`src/rtl/vex_xtr_pkg.sv`:
```
package vex_xtr_pkg;

  typedef enum logic [1:0] {
    ESC_NONE = 2'd0,
    ESC_VEX2 = 2'd1,
    ESC_VEX3 = 2'd2,
    ESC_XOP  = 2'd3
  } esc_kind_e;

  localparam logic [7:0] ESC_BYTE_2B  = 8'hC5;
  localparam logic [7:0] ESC_BYTE_3B  = 8'hC4;
  localparam logic [7:0] ESC_BYTE_XOP = 8'h8F;

  localparam int MAP_W  = 5;
  localparam int VREG_W = 4;
  localparam int SIMD_W = 3;

  typedef struct packed {
    logic              r;
    logic              x;
    logic              b;
    logic [MAP_W-1:0]  map;
    logic              w;
    logic [VREG_W-1:0] vreg;
    logic              len;
    logic [SIMD_W-1:0] simd;
  } vex_fields_t;

endpackage

```
`src/rtl/vex_esc_classify.sv`:
```
module vex_esc_classify
  import vex_xtr_pkg::*;
#(
  parameter int XOP_MAP_MIN = 8
) (
  input  logic [7:0]       esc_byte,
  input  logic [MAP_W-1:0] map_field,
  output esc_kind_e        kind
);

  localparam logic [MAP_W-1:0] XOP_FLOOR = MAP_W'(XOP_MAP_MIN);

  logic map_is_xop;

  // An 8F whose map select lies below the floor is a POP and not an escape.
  assign map_is_xop = (map_field >= XOP_FLOOR);

  always_comb begin
    kind = ESC_NONE;
    if (esc_byte == ESC_BYTE_2B) begin
      kind = ESC_VEX2;
    end else if (esc_byte == ESC_BYTE_3B) begin
      kind = ESC_VEX3;
    end else if ((esc_byte == ESC_BYTE_XOP) && map_is_xop) begin
      kind = ESC_XOP;
    end
  end

endmodule

```
`src/rtl/vex_payload_unpack.sv`:
```
module vex_payload_unpack
  import vex_xtr_pkg::*;
(
  input  esc_kind_e   kind,
  input  logic [7:0]  pay1,
  input  logic [7:0]  pay2,
  output vex_fields_t fields
);

  logic [1:0]        pp_sel;
  logic [SIMD_W-1:0] simd_hot;

  // The SIMD code sits in the last payload byte of each form.
  assign pp_sel = (kind == ESC_VEX2) ? pay1[1:0] :
                  (kind == ESC_NONE) ? 2'b00     : pay2[1:0];

  // Codes 1, 2 and 3 map onto one-hot positions 0, 1 and 2.
  for (genvar gi = 0; gi < SIMD_W; gi++) begin : g_simd
    assign simd_hot[gi] = (pp_sel == 2'(gi + 1));
  end

  always_comb begin
    fields = '0;
    unique case (kind)
      ESC_VEX2: begin
        fields.r    = ~pay1[7];
        fields.map  = MAP_W'(1);
        fields.vreg = ~pay1[6:3];
        fields.len  = pay1[2];
        fields.simd = simd_hot;
      end
      ESC_VEX3, ESC_XOP: begin
        fields.r    = ~pay1[7];
        fields.x    = ~pay1[6];
        fields.b    = ~pay1[5];
        fields.map  = pay1[4:0];
        fields.w    = pay2[7];
        fields.vreg = ~pay2[6:3];
        fields.len  = pay2[2];
        fields.simd = simd_hot;
      end
      default: fields = '0;
    endcase
  end

endmodule

```
`src/rtl/vex_fault_check.sv`:
```
module vex_fault_check
  import vex_xtr_pkg::*;
(
  input  esc_kind_e        kind,
  input  logic [MAP_W-1:0] map_field,
  input  logic             pfx_66,
  input  logic             pfx_f2,
  input  logic             pfx_f3,
  input  logic             pfx_lock,
  input  logic             pfx_rex,
  output logic             ud
);

  logic legacy_clash;
  logic reserved_map;

  assign legacy_clash = pfx_66 | pfx_f2 | pfx_f3 | pfx_lock | pfx_rex;
  assign reserved_map = (kind == ESC_VEX3) && (map_field == '0);
  assign ud           = (kind != ESC_NONE) && (legacy_clash || reserved_map);

endmodule

```
`src/rtl/vex_field_extract.sv`:
```
module vex_field_extract
  import vex_xtr_pkg::*;
#(
  parameter int WIN_BYTES   = 3,
  parameter int IDX_W       = 4,
  parameter int XOP_MAP_MIN = 8
) (
  input  logic                   clk,
  input  logic                   rst_n,
  input  logic                   in_valid,
  input  logic [IDX_W-1:0]       in_pos,
  input  logic [8*WIN_BYTES-1:0] in_bytes,
  input  logic                   in_pfx_66,
  input  logic                   in_pfx_f2,
  input  logic                   in_pfx_f3,
  input  logic                   in_pfx_lock,
  input  logic                   in_pfx_rex,
  output logic                   out_valid,
  output logic [1:0]             out_kind,
  output logic                   out_ud,
  output logic                   out_r,
  output logic                   out_x,
  output logic                   out_b,
  output logic [MAP_W-1:0]       out_map,
  output logic                   out_w,
  output logic [VREG_W-1:0]      out_vreg,
  output logic                   out_len,
  output logic [SIMD_W-1:0]      out_simd,
  output logic [IDX_W-1:0]       out_opc_idx
);

  localparam logic [IDX_W-1:0] STEP_2B = IDX_W'(2);
  localparam logic [IDX_W-1:0] STEP_3B = IDX_W'(3);

  // Reset synchroniser: the reset is applied asynchronously and released on a clock edge.
  logic [1:0] rst_sync_q;
  logic       rst_int_n;

  always_ff @(posedge clk or negedge rst_n) begin
    if (!rst_n) rst_sync_q <= 2'b00;
    else        rst_sync_q <= {rst_sync_q[0], 1'b1};
  end
  assign rst_int_n = rst_sync_q[1];

  logic [7:0] esc_byte, pay1, pay2;
  assign esc_byte = in_bytes[7:0];
  assign pay1     = in_bytes[15:8];
  assign pay2     = in_bytes[23:16];

  esc_kind_e   kind_c;
  vex_fields_t fields_c;
  logic        ud_c;

  vex_esc_classify #(.XOP_MAP_MIN(XOP_MAP_MIN)) u_classify (
    .esc_byte (esc_byte),
    .map_field(pay1[4:0]),
    .kind     (kind_c)
  );

  vex_payload_unpack u_unpack (
    .kind  (kind_c),
    .pay1  (pay1),
    .pay2  (pay2),
    .fields(fields_c)
  );

  vex_fault_check u_fault (
    .kind     (kind_c),
    .map_field(pay1[4:0]),
    .pfx_66   (in_pfx_66),
    .pfx_f2   (in_pfx_f2),
    .pfx_f3   (in_pfx_f3),
    .pfx_lock (in_pfx_lock),
    .pfx_rex  (in_pfx_rex),
    .ud       (ud_c)
  );

  // Next-state logic
  logic             valid_d;
  esc_kind_e        kind_d;
  logic             ud_d;
  vex_fields_t      fields_d;
  logic [IDX_W-1:0] opc_d;

  always_comb begin
    valid_d  = in_valid;
    kind_d   = kind_c;
    ud_d     = ud_c;
    fields_d = fields_c;
    unique case (kind_c)
      ESC_VEX2:          opc_d = in_pos + STEP_2B;
      ESC_VEX3, ESC_XOP: opc_d = in_pos + STEP_3B;
      default:           opc_d = in_pos;
    endcase
  end

  // Register stage; the payload registers load only on a valid beat.
  logic             valid_q;
  esc_kind_e        kind_q;
  logic             ud_q;
  vex_fields_t      fields_q;
  logic [IDX_W-1:0] opc_q;

  always_ff @(posedge clk or negedge rst_int_n) begin
    if (!rst_int_n) begin
      valid_q <= 1'b0;
    end else begin
      valid_q <= valid_d;
    end
  end

  always_ff @(posedge clk or negedge rst_int_n) begin
    if (!rst_int_n) begin
      kind_q   <= ESC_NONE;
      ud_q     <= 1'b0;
      fields_q <= '0;
      opc_q    <= '0;
    end else if (in_valid) begin
      kind_q   <= kind_d;
      ud_q     <= ud_d;
      fields_q <= fields_d;
      opc_q    <= opc_d;
    end
  end

  assign out_valid   = valid_q;
  assign out_kind    = kind_q;
  assign out_ud      = ud_q;
  assign out_r       = fields_q.r;
  assign out_x       = fields_q.x;
  assign out_b       = fields_q.b;
  assign out_map     = fields_q.map;
  assign out_w       = fields_q.w;
  assign out_vreg    = fields_q.vreg;
  assign out_len     = fields_q.len;
  assign out_simd    = fields_q.simd;
  assign out_opc_idx = opc_q;

  // Assertions
  AST_ONE_CYCLE_RESULT: assert property (@(posedge clk) disable iff (!rst_int_n)
    out_valid |-> $past(in_valid));

  AST_XOP_MAP_FLOOR: assert property (@(posedge clk) disable iff (!rst_int_n)
    (out_valid && kind_q == ESC_XOP) |-> (out_map >= MAP_W'(XOP_MAP_MIN)));

  AST_LONG_FORM_EXT: assert property (@(posedge clk) disable iff (!rst_int_n)
    (out_valid && (kind_q == ESC_VEX3 || kind_q == ESC_XOP))
      |-> ({out_r, out_x, out_b} == ~$past(in_bytes[15:13])));

  AST_VREG_INVERTED: assert property (@(posedge clk) disable iff (!rst_int_n)
    (out_valid && (kind_q == ESC_VEX3 || kind_q == ESC_XOP))
      |-> (out_vreg == ~$past(in_bytes[22:19])));

  AST_SHORT_FORM_FIXED: assert property (@(posedge clk) disable iff (!rst_int_n)
    (out_valid && kind_q == ESC_VEX2)
      |-> (out_map == MAP_W'(1) && !out_x && !out_b && !out_w));

  AST_SIMD_ONEHOT: assert property (@(posedge clk) disable iff (!rst_int_n)
    $onehot0(out_simd));

  AST_PREFIX_FAULT: assert property (@(posedge clk) disable iff (!rst_int_n)
    (out_valid && kind_q != ESC_NONE &&
     $past(in_pfx_66 | in_pfx_f2 | in_pfx_f3 | in_pfx_lock | in_pfx_rex)) |-> out_ud);

  AST_MAP0_FAULT: assert property (@(posedge clk) disable iff (!rst_int_n)
    (out_valid && kind_q == ESC_VEX3 && out_map == '0) |-> out_ud);

  AST_OPC_AFTER_LONG: assert property (@(posedge clk) disable iff (!rst_int_n)
    (out_valid && (kind_q == ESC_VEX3 || kind_q == ESC_XOP))
      |-> (out_opc_idx == IDX_W'($past(in_pos) + STEP_3B)));

  AST_NONE_QUIET: assert property (@(posedge clk) disable iff (!rst_int_n)
    (out_valid && kind_q == ESC_NONE)
      |-> (!out_ud && out_map == '0 && out_vreg == '0 && out_simd == '0 &&
           !out_r && !out_x && !out_b && !out_w && !out_len));

endmodule

```
`config.mk`:
```
export PLATFORM = sky130hd
export DESIGN_NAME = vex_field_extract
export DESIGN_NICKNAME = d
export VERILOG_FILES = /design/src/rtl/vex_xtr_pkg.sv /design/src/rtl/vex_esc_classify.sv /design/src/rtl/vex_payload_unpack.sv /design/src/rtl/vex_fault_check.sv /design/src/rtl/vex_field_extract.sv
export SDC_FILE = /design/constraint.sdc
export NUM_CORES = 1
export LEC_CHECK = 0
export BUFFER_PORTS_ARGS = -buffer_cell sky130_fd_sc_hd__buf_2
export CAP_MARGIN = 10
export CORE_ASPECT_RATIO = 2
export CORE_UTILIZATION = 40
export DETAILED_ROUTE_END_ITERATION = 10
export PLACE_DENSITY_LB_ADDON = 0.25
export SLEW_MARGIN = 5
export SYNTH_ARGS = -nofsm -noshare
export SYNTH_HDL_FRONTEND = slang
export SYNTH_SLANG_ARGS = --single-unit
```
`constraint.sdc`:
```
create_clock -name clk -period 1.2 [get_ports clk]
set_clock_uncertainty 0.2 [all_clocks]
set_input_delay 0.12 -clock clk [delete_from_list [all_inputs] [get_ports clk]]
set_output_delay 0.12 -clock clk [all_outputs]
set_load 0.05 [all_outputs]
```
=== Word level (Yosys, flattened, before mapping) ===
Index checks and enable logic that the tools add are counted.

* Register bits after elaboration: 27
* Output and inout port bits: 25
* Word-level logic and storage cells: 54

* Add/sub/neg operators: 2
* Order comparisons: 1
* Equal/unequal tests: 9
* Mux-type cells: 11
* Bitwise operators: 9
* Reduce and logical (&&, ||, !) cells: 9

{| class="wikitable"
|+ Operator list
! kind !! number
|-
| $eq 8x8->1 const B || 3
|-
| $pmux 8 s2 || 1
|-
| $mux 2 || 6
|-
| $pmux 5 s2 || 1
|-
| $add 4x2->4 const B || 2
|-
| $eq 2x2->1 const B || 4
|-
| $not 4->4 || 2
|-
| $pmux 4 s2 || 1
|-
| $ge 5x4->1 const B || 1
|-
| $logic_not 5->1 || 1
|-
| $eq 2x1->1 const B || 2
|-
| $or 1x1->1 || 4
|-
| $logic_and 1x1->1 || 3
|-
| $not 1->1 || 3
|-
| $reduce_or 3->1 || 1
|-
| $logic_not 2->1 || 1
|-
| $mux 1 || 2
|-
| $reduce_bool 2->1 || 1
|-
| $reduce_or 2->1 || 1
|-
| $logic_or 1x1->1 || 1
|}

=== Logic depth before layout (Yosys ltp) ===
Gate-level depths: netlist of the first run.

* Depth in word-level cells: 10
* Mapped depth: 6

=== Hierarchy ===
A second synthesis of the first run with hierarchy kept.

* Cells, all modules: 120
* Area total of the unflattened synthesis: 1442.6 µm²

{| class="wikitable"
|+ By module, submodules not included
! module !! instances !! cells an instance !! area each (µm²) !! sequential area each (µm²)
|-
| vex_field_extract || 1 || 78 || 1164.9 || 675.6
|-
| vex_payload_unpack || 1 || 28 || 175.2 || 0.0
|-
| vex_esc_classify || 1 || 10 || 67.6 || 0.0
|-
| vex_fault_check || 1 || 4 || 35.0 || 0.0
|}

=== Least setup slack after synthesis of the first run ===
OpenSTA, ideal clock, no wires.

* Kind: in2reg
* Start: input port in_bytes[5]
* End: register opc_q[2], in the netlist out_opc_idx[2]
* Setup time: 0.077 ns
* Data arrival time: 1.248 ns
* Required time: 0.923 ns
* Path slack: -0.326 ns
* Stages: 6
* Buffers on the path: 1
* Path through: or3b_1 buf_2 or3_1 a22oi_1 a211oi_1 a21oi_1

* Word-level cells in the longest chain between the ends: 8
* Elaborated cells on any way between the ends: 12

{| class="wikitable"
|+ RTL lines
! element !! RTL line !! RTL
|-
| from (decl) || vex_field_extract.sv:12 || <nowiki>input logic [8*WIN_BYTES-1:0] in_bytes,</nowiki>
|-
| $eq 8x8->1 || vex_esc_classify.sv:24 || <nowiki>end else if ((esc_byte == ESC_BYTE_XOP) && map_is_xop) begin</nowiki>
|-
| $logic_and 1x1->1 || vex_esc_classify.sv:24 ||
|-
| $mux 2 || vex_esc_classify.sv:24 ||
|-
| $mux 2 || vex_esc_classify.sv:22 || <nowiki>end else if (esc_byte == ESC_BYTE_3B) begin</nowiki>
|-
| $mux 2 * || vex_esc_classify.sv:20 || <nowiki>if (esc_byte == ESC_BYTE_2B) begin</nowiki>
|-
| $eq 2x2->1 || vex_field_extract.sv:90 || <nowiki>unique case (kind_c)</nowiki>
|-
| $reduce_or 2->1 || vex_field_extract.sv:90 ||
|-
| $pmux 4 s2 * || vex_field_extract.sv:90 ||
|-
| to (signal assigned) || vex_field_extract.sv:122 || <nowiki>opc_q <= opc_d;</nowiki>
|-
| to (decl) || vex_field_extract.sv:102 || <nowiki>logic [IDX_W-1:0] opc_q;</nowiki>
|}

Every way passes the cells marked *; elsewhere a longest branch is shown, timed or not.
A chain may end at the register's enable or synchronous reset.

=== Final worst setup path of the first run ===
* Start: input port in_bytes[3]
* End: register fields_q (netlist bit out_simd[0])

* Word-level cells in the longest chain between the ends: 10
* Elaborated cells on any way between the ends: 16

{| class="wikitable"
|+ RTL lines
! element !! RTL line !! RTL
|-
| $eq 8x8->1 || vex_esc_classify.sv:24 ||
|-
| $logic_and 1x1->1 || vex_esc_classify.sv:24 ||
|-
| $mux 2 || vex_esc_classify.sv:24 ||
|-
| $mux 2 || vex_esc_classify.sv:22 ||
|-
| $mux 2 * || vex_esc_classify.sv:20 ||
|-
| $logic_not 2->1 || vex_payload_unpack.sv:15 || <nowiki>(kind == ESC_NONE) ? 2'b00 : pay2[1:0];</nowiki>
|-
| $mux 2 || vex_payload_unpack.sv:15 ||
|-
| $mux 2 || vex_payload_unpack.sv:14 || <nowiki>assign pp_sel = (kind == ESC_VEX2) ? pay1[1:0] :</nowiki>
|-
| $eq 2x1->1 || vex_payload_unpack.sv:19 || <nowiki>assign simd_hot[gi] = (pp_sel == 2'(gi + 1));</nowiki>
|-
| $pmux 8 s2 * || vex_payload_unpack.sv:24 || <nowiki>unique case (kind)</nowiki>
|-
| to (signal assigned) || vex_field_extract.sv:121 || <nowiki>fields_q <= fields_d;</nowiki>
|-
| to (decl) || vex_field_extract.sv:101 || <nowiki>vex_fields_t fields_q;</nowiki>
|}

Marks and branches as above.

==> results of run 1 <==
-- routing by layer --
metal,up-vias,wire length (um)
met4,0,130
met3,9,148
met2,53,2570
li1,688,-
met5,-,0
met1,719,1670
-- layout make-up --
cell class,instances,area share [%]
Sequential cell,27,26.6
Timing Repair Buffer,113,39.4
Tap cell,31,1.52
Inverter,3,0.443
Clock buffer,3,1.62
Multi-Input combinational cell,90,30.2
Clock inverter,1,0.295
-- sequential cells by signal, summed over array words and instances (netlist names) --
register     cells
out_opc_idx      4
out_len          1
out_r            1
out_simd         3
rst_sync_q       2
out_ud           1
out_map          5
out_vreg         4
out_valid        1
out_w            1
out_b            1
out_x            1
out_kind         2
-- worst max-delay path: stages --
cell	delay, ns
buf_6	0.07
nand4_1	0.12
or3_4	0.40
a21oi_4	0.28
buf_6	0.14
a211oi_2	0.05
a211oi_1	0.21
-- cells in the final DEF (no fill, tap or decap), types with 4 or more instances in the layout --
master         synthesis  final
dlygate4sd3_1          0     21
dfrtp_1               27     27
a21oi_1                6      5
buf_6                  1     36
buf_4                  0     24
nand2_1               13     12
o21a_1                 4      4
o2bb2ai_2              0      5
nor2_1                14     12
buf_2                  1     29
-- stage by stage --
step	total power, uW	setup TNS [ns]
after floorplan	1230	-4.11
after global placement	1420	-9.68
after detailed placement	1430	-10.28
after CTS	2080	-1.83
after global routing	2210	-2.71
final	2130	-1.93
-- report_power, final --
group          total, uW  switching (uW)  internal (uW)
combinational        610             321            288
sequential           977            29.0            948
clock                543             306            237
-- final timing paths --
kind	start	endpoint	slack, ns	cells past startpoint
worst max-delay path	in_bytes[3]	out_simd[0]	-0.19	7
worst min-delay path	in_pfx_f2	out_ud	-0.12	2
worst max register to register	out_ud	out_ud	0.11	4
worst min register to register	rst_sync_q[1]	out_r	0.03	1
max in group asynchronous	rst_n	rst_sync_q[0]	0.21	3
min in group asynchronous	rst_sync_q[1]	out_r	0.03	1
-- timing repair --
item,CTS,global route
endpoints found under the hold margin,20,1
cloned,0,0
setup endpoints to repair,46,43
resized for setup,61,24
buffers inserted,1,7
pin swaps,10,0
-- cell families after synthesis --
logic type	Yosys count	share of synthesized area, %
buffers and inverters	10	3.53
adders and majority gates	3	2.86
other	1	0.286
xor gates and xnor gates	1	0.668
and+or+nand+nor	41	15.3
AOI/OAI and AO/OA	42	24.1
muxes	2	1.72
DFF	27	51.5
==> flow_metrics.tcl, run 1 <==
set metrics [dict create \
    antenna_found_initial 0 \
    critPathMaxFanout 6 \
    synth_area_per_cell_um2 10.3 \
    worstPathArrival_ns 1.39 \
    start_util_pct 41.5 \
    grt_use_total_pct 25.2 \
    globalplace.congestion 0.920 \
    cts_sinks 27 \
    synth_seq_area_share_pct 51.5 \
    ctsHtreeMaxLevel 1 \
    end_kind "flop" \
    fin_cells 268 \
    synthCells 127 \
    holdWs_ns -0.118 \
    clock.fmax_mhz 717 \
    yosys_warnings 0 \
    drt_iter0_drc 21 \
    drc 0 \
    grt-busiest-layer "met2" \
    ant_nets 0 \
    placed_cell_area_mm2 0.00190 \
    finalHoldViolCount 1 \
    async_flop_share_pct 100 \
    hold_path_class "in2reg" \
    ys_types 35 \
    grt_pass1_vias 1503 \
    grt_max_degree 31 \
    clk_latency_ns 0.29 \
    grt_pass1_wl_um 6760 \
    cts_tree "yes" \
    use_met3_pct 2.83 \
    io-pin-count 61 \
    die-area_mm2 0.00352 \
    die_x_um 42.5 \
    drive_above_1_share_pct 53.2 \
    run_status "finished, violations left" \
    netlist_area_mm2 0.00131 \
    p_leak_uw 0.00117 \
    violations "negative hold slack, negative setup slack" \
    cts_buffers 3 \
    power.density_mw_per_mm2 837 \
    synth_top_area_share_pct 51.5 \
    fin_crit_sh_pct 116 \
    met1_usage_pct 28.3 \
    final_max_slew_viol_count 0 \
    rows 29 \
    synth_area_leaders "dfrtp_1 52%, nor2_1 4.0%, o2bb2ai_1 4.0%" \
    drt-total-wl_um 4520 \
    clk_pin_slew_ns 0.10 \
    dp_cells 235 \
    antenna_cells 0 \
    dp_slack_ns -0.562 \
    seq_area_um2 676 \
    start_kind "input port" \
    yosysTopAreaCell "dfrtp_1" \
    ys_ff_latch 27 \
    synth_edf_count 0 \
    critPathKind "in2reg" \
    syn_nets 166 \
    core_mm2 0.00316 \
    post_drt_wl_per_cell_um 16.9 \
    hold_buffers 21 \
    nNetsFinal 277 \
    use_met2_pct 43.6 \
    fin_crit_ns 1.39 \
    rsz0062_at_grt "yes" \
    port_buffers 60 \
    n_fill_cell 201 \
    overflow 0 \
    ir_drop_mv 1.13 \
    synthFlopType "dfrtp_1" \
    drv_cap 0 \
    critPathRequiredTime_ns 1.20 \
    utilization_pct 80.6 \
    detailed_place_hpwl_um 2980 \
    num_vias 1469 \
    yosysMostFrequentCell "dfrtp_1" \
    synth_commonest_cells "27 x dfrtp_1, 14 x nor2_1, 13 x nand2_1" \
    vias_per_cell 5.48 \
    finalSetupViolCount 21 \
    setup_ws_ns -0.194 \
    design_area_mm2 0.00254 \
    syn_to_final_growth_pct 94.0 \
    multi_input_area_um2 768 \
    clk_path_buf_depth 2 \
    die_y_um 83.0 \
    root_buffer "clkbuf_8" \
    dr.pass1.iters 4 \
]
No activity file was read; power rests on OpenSTA's default activity.
==> run 2, diff against run 1 <==
Settings changed: BUFFER_PORTS_ARGS -buffer_cell sky130_fd_sc_hd__buf_2 to default, DONT_BUFFER_PORTS from default to 1.
==> flow_metrics.tcl, run 2 (synthesized netlist as in run 1, its figures left out) <==
set metrics [dict create \
    port_buffers 0 \
    drt_iter0_drc 13 \
    cts_tree "yes" \
    setup_ws_ns -0.0858 \
    num_vias 1256 \
    cp_cell_sequence "nand4_1, or3_4, a21oi_4, buf_6, a211oi_2, a211oi_1" \
    vias_per_cell 5.84 \
    power.density_mw_per_mm2 879 \
    core_mm2 0.00316 \
    fin_crit_sh_pct 107 \
    worstPathArrival_ns 1.27 \
    finalSetupViolCount 16 \
    violations "negative hold slack, negative setup slack" \
    design_area_mm2 0.00220 \
    clk_latency_ns 0.27 \
    drv_cap 0 \
    die-area_mm2 0.00352 \
    rows 29 \
    clk_pin_slew_ns 0.10 \
    grt_max_degree 37 \
    io-pin-count 61 \
    root_buffer "clkbuf_8" \
    hold_buffers 11 \
    critPathKind "in2reg" \
    reg2reg_from "out_map[1]" \
    dp_slack_ns -0.444 \
    overflow 0 \
    cts_buffers 3 \
    nNetsFinal 224 \
    rr_worst_depth 3 \
    fin_setup_tns_ns -0.571 \
    crit_family "simple AND/OR/NAND/NOR gates" \
    rsz0062_at_grt "yes" \
    holdWs_ns -0.337 \
    antenna_cells 0 \
    start_util_pct 41.5 \
    finalHoldViolCount 23 \
    p_leak_uw 0.000941 \
    largest_reg_flops 5 \
    hold_path_class "in2reg" \
    final_max_slew_viol_count 0 \
    holdPathStages 0 \
    die_y_um 83.0 \
    final_cell_mix "27 x dfrtp_1, 23 x buf_4, 20 x buf_6" \
    post_drt_wl_per_cell_um 19.2 \
    cp_slowest_cell "or3_4" \
    critPathMaxFanout 4 \
    crit_cells 6 \
    ctsHtreeMaxLevel 1 \
    drt-total-wl_um 4130 \
    drc 0 \
    min_from "in_valid" \
    die_x_um 42.5 \
    grt_pass1_vias 1378 \
    cts_sinks 27 \
    start_kind "input port" \
    drive_above_1_share_pct 48.4 \
    dr.pass1.iters 6 \
    fin_cells 215 \
    ant_nets 0 \
    grt_pass1_wl_um 6340 \
    fin_crit_ns 1.29 \
    run_status "finished, violations left" \
    globalplace.congestion 0.845 \
    rr_endpoint "out_map[1]" \
    detailed_place_hpwl_um 2780 \
    rrSetupSlack_ns 0.10 \
    critPathRequiredTime_ns 1.19 \
    end_kind "flop" \
    syn_to_final_growth_pct 67.5 \
    grt_use_total_pct 23.6 \
    antenna_found_initial 0 \
    max_stage_delay_ns 0.42 \
    dp_cells 189 \
    hold_path_end "out_valid" \
    placed_cell_area_mm2 0.00174 \
    clk_path_buf_depth 2 \
    clock.fmax_mhz 778 \
    utilization_pct 69.6 \
    worst-path-buf-inv 1 \
    layout_commonest_cell "dfrtp_1" \
    ir_drop_mv 0.789 \
]
-- run 2: changes by cell type in the layout (fill, tap and decap cells not counted), sizes merged --
| cell | delta |
|---|---|
| buf | -43 |
| dlygate4sd3 | -10 |
-- run 2: what timing repair did --
| action | 4_1_cts | 5_1_grt |
|---|---|---|
| pin swaps | 5 | 14 |
| gates resized for setup | 18 | 29 |
| setup buffers | 3 | 8 |
| setup endpoints to repair | 23 | 39 |
| hold endpoints to repair | 27 | 23 |
-- run 2: worst register-to-register path: stages (launching register included) --
cell and delay [ns]:
dfrtp_1 0.43, buf_4 0.15, buf_4 0.12, o2bb2ai_2 0.11
-- run 2: how the worst max path moves through the flow --
stage          slack, ns        endpoint        start
3_3_place_gp       -0.40          out_ud  in_bytes[3]
6_report           -0.09     out_simd[0]  in_bytes[3]
4_1_cts            -0.06     out_simd[0]  in_bytes[3]
3_5_place_dp       -0.44     out_vreg[0]  in_bytes[3]
5_1_grt            -0.12  out_opc_idx[3]  in_bytes[3]
2_1_floorplan      -0.31  out_opc_idx[2]  in_bytes[5]
-- run 2: area by class of cell --
cell class	instances	area, um2
Clock buffer	3	41.3
Clock inverter	1	7.51
Fill cell	234	961
Inverter	3	11.3
Multi-Input combinational cell	90	793
Sequential cell	27	676
Tap cell	31	38.8
Timing Repair Buffer	60	628
-- run 2: per-layer routing --
| metal | track usage (%) | wire length [um] |
|---|---|---|
| met3 | 4.35 | 198 |
| met1 | 23.9 | 1330 |
| met5 | 0 | 0 |
| met4 | 10.2 | 105 |
| met2 | 44.2 | 2500 |
-- run 2: stage by stage --
step / total power, uW / hold WS (ns)
finish: 1930 / -0.337
global route: 2000 / -0.355
CTS: 1900 / -0.343
detailed placement: 1320 / -0.376
global placement: 1310 / -0.376
floorplan: 1230 / -0.376
-- run 2: power breakdown --
group	internal, uW	switching [uW]	leakage [uW]
registers	948	26.3	0.000347
clock network	236	297	0.0000217
logic	174	249	0.000572
total	1360	572	0.000941
==> run 3, diff against run 2 <==
Settings changed: SETUP_SLACK_MARGIN from default to 0.05.
==> flow_metrics.tcl, run 3 (synthesized netlist as in run 1, its figures left out) <==
set metrics [dict create \
    reg2reg_from "out_vreg[0]" \
    dp_cells 190 \
    core_mm2 0.00316 \
    critPathRequiredTime_ns 1.19 \
    max_stage_delay_ns 0.41 \
    die_x_um 42.5 \
    ant_nets 0 \
    nNetsFinal 237 \
    port_buffers 0 \
    largest_reg_flops 5 \
    io-pin-count 61 \
    violations "negative hold slack, negative setup slack" \
    fin_cells 228 \
    rr_endpoint "out_vreg[0]" \
    drt_iter0_drc 17 \
    rrSetupSlack_ns 0.07 \
    grt_use_total_pct 22.4 \
    hold_buffers 13 \
    end_kind "flop" \
    utilization_pct 71.9 \
    clk_latency_ns 0.27 \
    cts_sinks 27 \
    p_leak_uw 0.000999 \
    drt-total-wl_um 3960 \
    clk_pin_slew_ns 0.10 \
    root_buffer "clkbuf_8" \
    num_vias 1301 \
    ctsHtreeMaxLevel 1 \
    crit_end "out_simd[0]" \
    drc 0 \
    overflow 0 \
    start_kind "input port" \
    vias_per_cell 5.71 \
    power.density_mw_per_mm2 859 \
    dr.pass1.iters 4 \
    grt_max_degree 37 \
    cp_slowest_cell "or3_4" \
    grt_pass1_wl_um 6100 \
    clock.fmax_mhz 778 \
    grt_pass1_vias 1365 \
    fin_crit_ns 1.29 \
    die-area_mm2 0.00352 \
    antenna_cells 0 \
    hold_path_class "in2reg" \
    ir_drop_mv 0.792 \
    final_cell_mix "32 x buf_4, 26 x dfrtp_1, 21 x buf_6" \
    run_status "finished, violations left" \
    layout_commonest_cell "buf_4" \
    total_power_uw 1950 \
    rows 29 \
    rr_worst_depth 3 \
    drv_cap 0 \
    fin_crit_sh_pct 107 \
    antenna_found_initial 0 \
    holdWs_ns -0.338 \
    post_drt_wl_per_cell_um 17.4 \
    drive_above_1_share_pct 48.2 \
    critPathKind "in2reg" \
    start_util_pct 41.5 \
    critPathMaxFanout 4 \
    cts_buffers 3 \
    crit_path_start "in_bytes[3]" \
    worstPathArrival_ns 1.28 \
    clk_path_buf_depth 2 \
    final_max_slew_viol_count 0 \
    rsz0062_at_grt "yes" \
    globalplace.congestion 0.844 \
    die_y_um 83.0 \
    cts_tree "yes" \
    finalHoldViolCount 22 \
    cp_cell_sequence "nand4_1, or3_4, a21oi_4, buf_6, a211oi_2, a211oi_1" \
    detailed_place_hpwl_um 2690 \
    setup_ws_ns -0.0851 \
    syn_to_final_growth_pct 73.2 \
    finalSetupViolCount 15 \
]
-- run 3: how the worst min path moves through the flow --
| stage | end | cells past startpoint | startpoint |
|---|---|---|---|
| 3_5_place_dp | rst_sync_q[0] | 0 | rst_n |
| 3_3_place_gp | rst_sync_q[0] | 0 | rst_n |
| 2_1_floorplan | rst_sync_q[0] | 0 | rst_n |
| 4_1_cts | out_valid | 0 | in_valid |
| 6_report | out_valid | 0 | in_valid |
| 5_1_grt | out_valid | 0 | in_valid |
-- run 3: area by class of cell --
cell class	instances	area, um2
Inverter	3	11.3
Multi-Input combinational cell	90	751
Fill cell	215	886
Sequential cell	27	677
Clock buffer	3	41.3
Tap cell	31	38.8
Timing Repair Buffer	73	744
Clock inverter	1	7.51
-- run 3: timing repair --
item | in CTS | in global routing
hold endpoints to repair | 27 | 22
setup buffers | 10 | 11
gates resized for setup | 33 | 9
cloned | 0 | 0
endpoints found under the setup margin | 47 | 48
pin swaps | 7 | 7
-- run 3: metal layers --
layer,vias to the layer above,GRT usage [%],part of all wire [%],routed length [um]
met1,648,25.7,38,1520
li1,611,-,-,-
met4,0,8.81,1.2,49
met3,4,3.91,3.9,155
met2,38,39.7,57,2240
met5,-,0,0,0
-- run 3: critical path: cells and delay by family --
| family | cells | cell delay (ns) |
|---|---|---|
| simple gates | 2 | 0.54 |
| compound gates | 3 | 0.48 |
| buf+inv | 1 | 0.15 |
-- run 3: power breakdown --
part / internal, uW / switching, uW / leakage, uW
Combinational: 190 / 248 / 0.000631
Sequential: 949 / 29.3 / 0.000346
Clock: 236 / 299 / 0.0000217
-- run 3: per-stage QoR --
stage / area (um2) / setup slack, ns / TNS [ns]
2_1_floorplan: 1390 / -0.309 / -4.05
5_1_grt: 2270 / -0.112 / -1.16
4_1_cts: 2140 / -0.0973 / -0.622
3_5_place_dp: 1750 / -0.456 / -7.98
3_3_place_gp: 1750 / -0.382 / -6.42
6_report: 2270 / -0.0851 / -0.575
